--- src/rtl/ipc_intc_pkg.sv ---
package ipc_intc_pkg;

    localparam int OFF_PEND   = 'h400;
    localparam int OFF_MASK   = 'h404;
    localparam int OFF_STAT   = 'h408;
    localparam int OFF_CLR    = 'h40C;
    localparam int OFF_DOORB  = 'h420;
    localparam int OFF_EN     = 'h500;
    localparam int OFF_DIS    = 'h504;

    typedef struct packed {
        logic pend_rd;
        logic mask_rd;
        logic stat_rd;
        logic mask_wr;
        logic clr_wr;
        logic en_wr;
        logic dis_wr;
        logic db_wr;
    } strobe_t;

endpackage

--- src/rtl/ipc_intc_regdec.sv ---
module ipc_intc_regdec
    import ipc_intc_pkg::*;
#(
    parameter int ADDR_W = 12
) (
    input  logic              wr_i,
    input  logic              rd_i,
    input  logic [ADDR_W-1:0] addr_i,
    output strobe_t           stb_o
);

    always_comb begin
        stb_o         = '0;
        stb_o.pend_rd = rd_i && (addr_i == ADDR_W'(OFF_PEND));
        stb_o.mask_rd = rd_i && (addr_i == ADDR_W'(OFF_MASK));
        stb_o.stat_rd = rd_i && (addr_i == ADDR_W'(OFF_STAT));
        stb_o.mask_wr = wr_i && (addr_i == ADDR_W'(OFF_MASK));
        stb_o.clr_wr  = wr_i && (addr_i == ADDR_W'(OFF_CLR));
        stb_o.en_wr   = wr_i && (addr_i == ADDR_W'(OFF_EN));
        stb_o.dis_wr  = wr_i && (addr_i == ADDR_W'(OFF_DIS));
        stb_o.db_wr   = wr_i && (addr_i == ADDR_W'(OFF_DOORB));
    end

endmodule

--- src/rtl/ipc_intc_vec_bank.sv ---
module ipc_intc_vec_bank
    import ipc_intc_pkg::*;
#(
    parameter int NUM_VEC = 32
) (
    input  logic               clk_i,
    input  logic               rst_ni,
    input  strobe_t            stb_i,
    input  logic [NUM_VEC-1:0] wdata_i,
    input  logic [NUM_VEC-1:0] evt_i,
    output logic [NUM_VEC-1:0] pend_o,
    output logic [NUM_VEC-1:0] mask_o
);

    typedef struct packed {
        logic [NUM_VEC-1:0] pend;
        logic [NUM_VEC-1:0] mask;
    } bank_t;

    bank_t bank_d, bank_q;
    logic [NUM_VEC-1:0] pend_nx;

    // Per-vector pending bit: a new event outranks a clear on the same bit.
    for (genvar gi = 0; gi < NUM_VEC; gi++) begin : g_vec
        assign pend_nx[gi] = evt_i[gi] |
                             (bank_q.pend[gi] & ~(stb_i.clr_wr & wdata_i[gi]));
    end

    always_comb begin
        bank_d      = bank_q;
        bank_d.pend = pend_nx;
        if (stb_i.mask_wr) begin
            bank_d.mask = wdata_i;
        end else if (stb_i.en_wr) begin
            bank_d.mask = bank_q.mask | wdata_i;
        end else if (stb_i.dis_wr) begin
            bank_d.mask = bank_q.mask & ~wdata_i;
        end
    end

    always_ff @(posedge clk_i) begin
        if (!rst_ni) begin
            bank_q <= '0;
        end else begin
            bank_q <= bank_d;
        end
    end

    assign pend_o = bank_q.pend;
    assign mask_o = bank_q.mask;

    AST_EVT_LATCHED: assert property (@(posedge clk_i) disable iff (!rst_ni)
        (|evt_i) |=> ((bank_q.pend & $past(evt_i)) == $past(evt_i)));

    AST_CLR_REMOVES: assert property (@(posedge clk_i) disable iff (!rst_ni)
        stb_i.clr_wr |=> ((bank_q.pend & $past(wdata_i & ~evt_i)) == '0));

    AST_EN_SETS: assert property (@(posedge clk_i) disable iff (!rst_ni)
        stb_i.en_wr |=> ((bank_q.mask & $past(wdata_i)) == $past(wdata_i)));

    AST_DIS_CLEARS: assert property (@(posedge clk_i) disable iff (!rst_ni)
        stb_i.dis_wr |=> ((bank_q.mask & $past(wdata_i)) == '0));

    AST_DIS_KEEPS: assert property (@(posedge clk_i) disable iff (!rst_ni)
        stb_i.dis_wr |=> ((bank_q.mask & ~$past(wdata_i)) == ($past(bank_q.mask) & ~$past(wdata_i))));

endmodule

--- src/rtl/ipc_intc_doorbell.sv ---
module ipc_intc_doorbell #(
    parameter int NUM_VEC = 32
) (
    input  logic               clk_i,
    input  logic               rst_ni,
    input  logic               db_wr_i,
    input  logic [NUM_VEC-1:0] wdata_i,
    output logic [NUM_VEC-1:0] peer_o
);

    typedef struct packed {
        logic [NUM_VEC-1:0] pulse;
    } db_t;

    db_t db_d, db_q;

    always_comb begin
        db_d.pulse = db_wr_i ? wdata_i : '0;
    end

    always_ff @(posedge clk_i) begin
        if (!rst_ni) begin
            db_q <= '0;
        end else begin
            db_q <= db_d;
        end
    end

    assign peer_o = db_q.pulse;

    AST_DB_IDLE_LOW: assert property (@(posedge clk_i) disable iff (!rst_ni)
        !db_wr_i |=> (peer_o == '0));

    AST_DB_PULSE: assert property (@(posedge clk_i) disable iff (!rst_ni)
        db_wr_i |=> (peer_o == $past(wdata_i)));

endmodule

--- src/rtl/ipc_ack_intc.sv ---
module ipc_ack_intc
    import ipc_intc_pkg::*;
#(
    parameter int NUM_VEC = 32,
    parameter int ADDR_W  = 12,
    parameter int DATA_W  = 32
) (
    input  logic               clk_i,
    input  logic               rst_ni,
    input  logic               bus_wr_i,
    input  logic               bus_rd_i,
    input  logic [ADDR_W-1:0]  bus_addr_i,
    input  logic [DATA_W-1:0]  bus_wdata_i,
    output logic [DATA_W-1:0]  bus_rdata_o,
    input  logic [NUM_VEC-1:0] ack_evt_i,
    output logic               irq_o,
    output logic [NUM_VEC-1:0] peer_irq_o
);

    strobe_t            stb;
    logic [NUM_VEC-1:0] wvec;
    logic [NUM_VEC-1:0] pend;
    logic [NUM_VEC-1:0] mask;
    logic [NUM_VEC-1:0] masked;

    assign wvec = bus_wdata_i[NUM_VEC-1:0];

    ipc_intc_regdec #(.ADDR_W(ADDR_W)) u_dec (
        .wr_i   (bus_wr_i),
        .rd_i   (bus_rd_i),
        .addr_i (bus_addr_i),
        .stb_o  (stb)
    );

    ipc_intc_vec_bank #(.NUM_VEC(NUM_VEC)) u_bank (
        .clk_i   (clk_i),
        .rst_ni  (rst_ni),
        .stb_i   (stb),
        .wdata_i (wvec),
        .evt_i   (ack_evt_i),
        .pend_o  (pend),
        .mask_o  (mask)
    );

    ipc_intc_doorbell #(.NUM_VEC(NUM_VEC)) u_db (
        .clk_i   (clk_i),
        .rst_ni  (rst_ni),
        .db_wr_i (stb.db_wr),
        .wdata_i (wvec),
        .peer_o  (peer_irq_o)
    );

    assign masked = pend & mask;
    assign irq_o  = |masked;

    always_comb begin
        bus_rdata_o = '0;
        if (stb.pend_rd) begin
            bus_rdata_o[NUM_VEC-1:0] = pend;
        end else if (stb.mask_rd) begin
            bus_rdata_o[NUM_VEC-1:0] = mask;
        end else if (stb.stat_rd) begin
            bus_rdata_o[NUM_VEC-1:0] = masked;
        end
    end

    AST_WO_READ_ZERO: assert property (@(posedge clk_i) disable iff (!rst_ni)
        (bus_rd_i && (bus_addr_i == ADDR_W'(OFF_CLR) || bus_addr_i == ADDR_W'(OFF_DOORB) ||
                      bus_addr_i == ADDR_W'(OFF_EN)  || bus_addr_i == ADDR_W'(OFF_DIS)))
        |-> (bus_rdata_o == '0));

    AST_IDLE_NO_READ: assert property (@(posedge clk_i) disable iff (!rst_ni)
        !bus_rd_i |-> (bus_rdata_o == '0));

endmodule

--- config.mk ---
export PLATFORM = sky130hd
export DESIGN_NAME = ipc_ack_intc
export DESIGN_NICKNAME = d
export VERILOG_FILES = /design/src/rtl/ipc_intc_pkg.sv /design/src/rtl/ipc_intc_regdec.sv /design/src/rtl/ipc_intc_vec_bank.sv /design/src/rtl/ipc_intc_doorbell.sv /design/src/rtl/ipc_ack_intc.sv
export SDC_FILE = /design/constraint.sdc
export NUM_CORES = 1
export LEC_CHECK = 0
export ABC_AREA = 1
export BUFFER_PORTS_ARGS = -buffer_cell sky130_fd_sc_hd__buf_2
export CAP_MARGIN = 20
export CELL_PAD_IN_SITES_DETAIL_PLACEMENT = 1
export CELL_PAD_IN_SITES_GLOBAL_PLACEMENT = 2
export CORE_UTILIZATION = 28
export DETAILED_ROUTE_END_ITERATION = 16
export PLACE_DENSITY = 0.83
export SLEW_MARGIN = 20
export SYNTH_ARGS = -nofsm -noshare
export SYNTH_HDL_FRONTEND = slang
export SYNTH_SLANG_ARGS = --single-unit
--- constraint.sdc ---
create_clock -name clk_i -period 1.2 [get_ports clk_i]
set_input_delay 0.06 -clock clk_i [delete_from_list [all_inputs] [get_ports clk_i]]
set_output_delay 0.06 -clock clk_i [all_outputs]
set_load 0.005 [all_outputs]
==> summary.txt <==
Top_reg_cell synth - dfxtp_1
Synth unique cells - 30
Setup TNS Final - -4.44 ns
Synth Area in XOR/XNOR - 0%
Data required time of the critical path - 1.14 ns
Tmin final - 1.39 ns
Most common cell after layout, fill and taps aside - buf_2
Max-capacitance violation count - 0
Adder-Cell Fraction of Synth Area - 0%
Fmax - 719 MHz
Synthesis-to-layout area growth - 59.7%
Crit path capture type - output pin
DP Area - 0.00592 mm²
CTS tree - built
Hold Crit Class - in2reg
Outcome - finished, violations left
WL final - 18000 µm
Synthesized area - 0.00477 mm²
Critical path arrival - 1.33 ns
Final Max Slew Viols - 0
Post-DRT Antenna Nets - 0
Total GRT Usage - 20.8%
CTS Buf Count - 9
Drt drc - 0
Critical path class - reg2out
P_leak - 0.00382 µW
Sequential area share after synthesis - 40.3%
Compound-gate portion of the synthesized area - 16.0%
Endpoints failing setup - 33
Grt ovf - 0
Hold Crit Start - rst_ni
Crit Path Max Fanout - 3
Die X - 133 µm
Syn Area/Cell - 7.15 µm²
Final worst setup slack - -0.191 ns
Largest net degree at the start of global routing - 48
H-tree depth - 3
Die height - 133 µm
EDFF count, synth - 0
Max Root-Sink Buffers - 2
Routed wl met3 - 590 µm
Pwr dens - 935 mW/mm²
Syn_nets - 748
Clk slew on worst S/H paths - 0.08 ns
Latest clock arrival within the worst-skew pair - 0.35 ns
RSZ-0062 raised after global routing - yes
Yosys Warn Count - 0
DR top layer - met4
Worst VDD drop - 0.000701 V
Worst slew pin tran - 0.310 ns
Root Buffer - clkbuf_16
Met1 Wirelength - 8070 µm
WL/cell - 16.0 µm
Violated checks - setup timing
Die Area - 0.0176 mm²
Total power - 7130 µW
IO Pins - 145
Pre-Repair DR Iteration Count - 4
Fin crit share - 116%
Final GP Congestion - 0.714
Area share of and/or/nand/nor cells after synthesis - 30.3%
Commonest cells after routing, fill and taps aside - 141 x buf_2, 133 x nand2_1, 101 x inv_1
FF-to-FF Start - u_bank.pend_o[2]
Antenna violations before repair - 0
Clock Skews - 0 ns
Hold Fails Final Rpt - 0
Combinational family with the most area after synthesis - simple AND/OR/NAND/NOR gates
Via Count - 5100
First-pass GRT wire length - 28200 µm
Vias in the first global route - 5447
Initial DRC Count - 191
Multiplexer share of the synthesized area - 0%
Row cnt - 47
Async set-or-reset flop fraction in the synthesized netlist - 0%
Routed met2 length - 9120 µm
Clock sink count - 96
Core Area - 0.0166 mm²
Yosys reg bits - 96
Reg2Reg Setup Slack - 0.49 ns
Layout cells sized above 1 - 43.8%
Number of port buffers - 144
Placed wire-length estimate - 11600 µm
Initial Util - 28.7%
Via density - 4.53
Slew headroom - 79.4%
Startpoint types - flop
Final net count - 981
N_diodes - 0
Final instance area - 0.00762 mm²
Post-Syn Instances - 668
where the power goes:
part / switching [µW] / total [µW] / internal [µW]
sequential: 79.6 / 3340 / 3270
combinational: 353 / 714 / 361
clock: 1370 / 3070 / 1700
total: 1800 / 7130 / 5320
cell usage after synthesis (6+ instances only):
cell | count | area (µm²)
nand4_1 | 8 | 50.1
o21ai_1 | 53 | 265
buf_2 | 14 | 70.1
nor2_1 | 39 | 146
inv_1 | 102 | 383
clkbuf_1 | 6 | 22.5
nand3_1 | 37 | 185
nand2_1 | 167 | 627
nand2_2 | 32 | 200
a21oi_1 | 34 | 170
buf_4 | 7 | 52.6
o21ai_0 | 11 | 55.1
a21oi_2 | 30 | 263
dfxtp_1 | 96 | 1920
routing by layer:
layer / track usage [%] / vias up
met5: 0 / -
met4: 5.87 / 0
met3: 3.37 / 17
met2: 36.8 / 96
met1: 25.8 / 2438
li1: - / 2549
stage by stage:
stage / cells / utilization [%] / setup slack (ns) / hold WS (ns)
after floorplan: 668 / - / 0.126 / 0.194
after global placement: 1029 / 35.6 / -0.131 / 0.306
after detailed placement: 1029 / 35.6 / -0.164 / 0.305
after CTS: 1119 / 44.0 / -0.222 / 0.194
after global routing: 1126 / 45.8 / -0.248 / 0.215
final: 1126 / 45.8 / -0.191 / 0.194
path summary, 6_finish.rpt:
| kind | cells after the start | to |
|---|---|---|
| setup / recovery | 5 | irq_o |
| hold / removal | 4 | flop |
| setup reg to reg | 2 | u_bank.pend_o[2] |
| hold reg to reg | 2 | flop |
timing repair:
| item | in CTS | in global routing |
|---|---|---|
| gates cloned | 4 | 3 |
| hold buffers | 64 | 0 |
| pin swaps | 14 | 22 |
| gates resized for setup | 87 | 56 |
| buffers inserted | 6 | 5 |
| endpoints found under the setup margin | 33 | 34 |
| endpoints found under the hold margin | 87 | 0 |
worst max-delay path, cell delays in order (launching register included):
cell	delay, ns
dfxtp_1	0.35
nand2_1	0.11
nand4_1	0.16
nor2_1	0.12
nand4_1	0.09
buf_2	0.15
cells by family (layout without fill, tap and decap cells):
group / count (synthesis) / count (layout)
AOI/OAI and AO/OA: 129 / 129
buffers and inverters: 140 / 378
DFF: 96 / 96
and+or+nand+nor: 303 / 303
final cells by class:
cell class | instances | area, µm²
inverter | 107 | 407
clock buffer | 11 | 243
timing repair buffer | 255 | 2050
sequential | 96 | 1940
fill | 2056 | 9020
tap | 220 | 275
clock inverter | 5 | 65.1
multi-input combinational | 432 | 2650
Power figures use the tool's default switching activity.
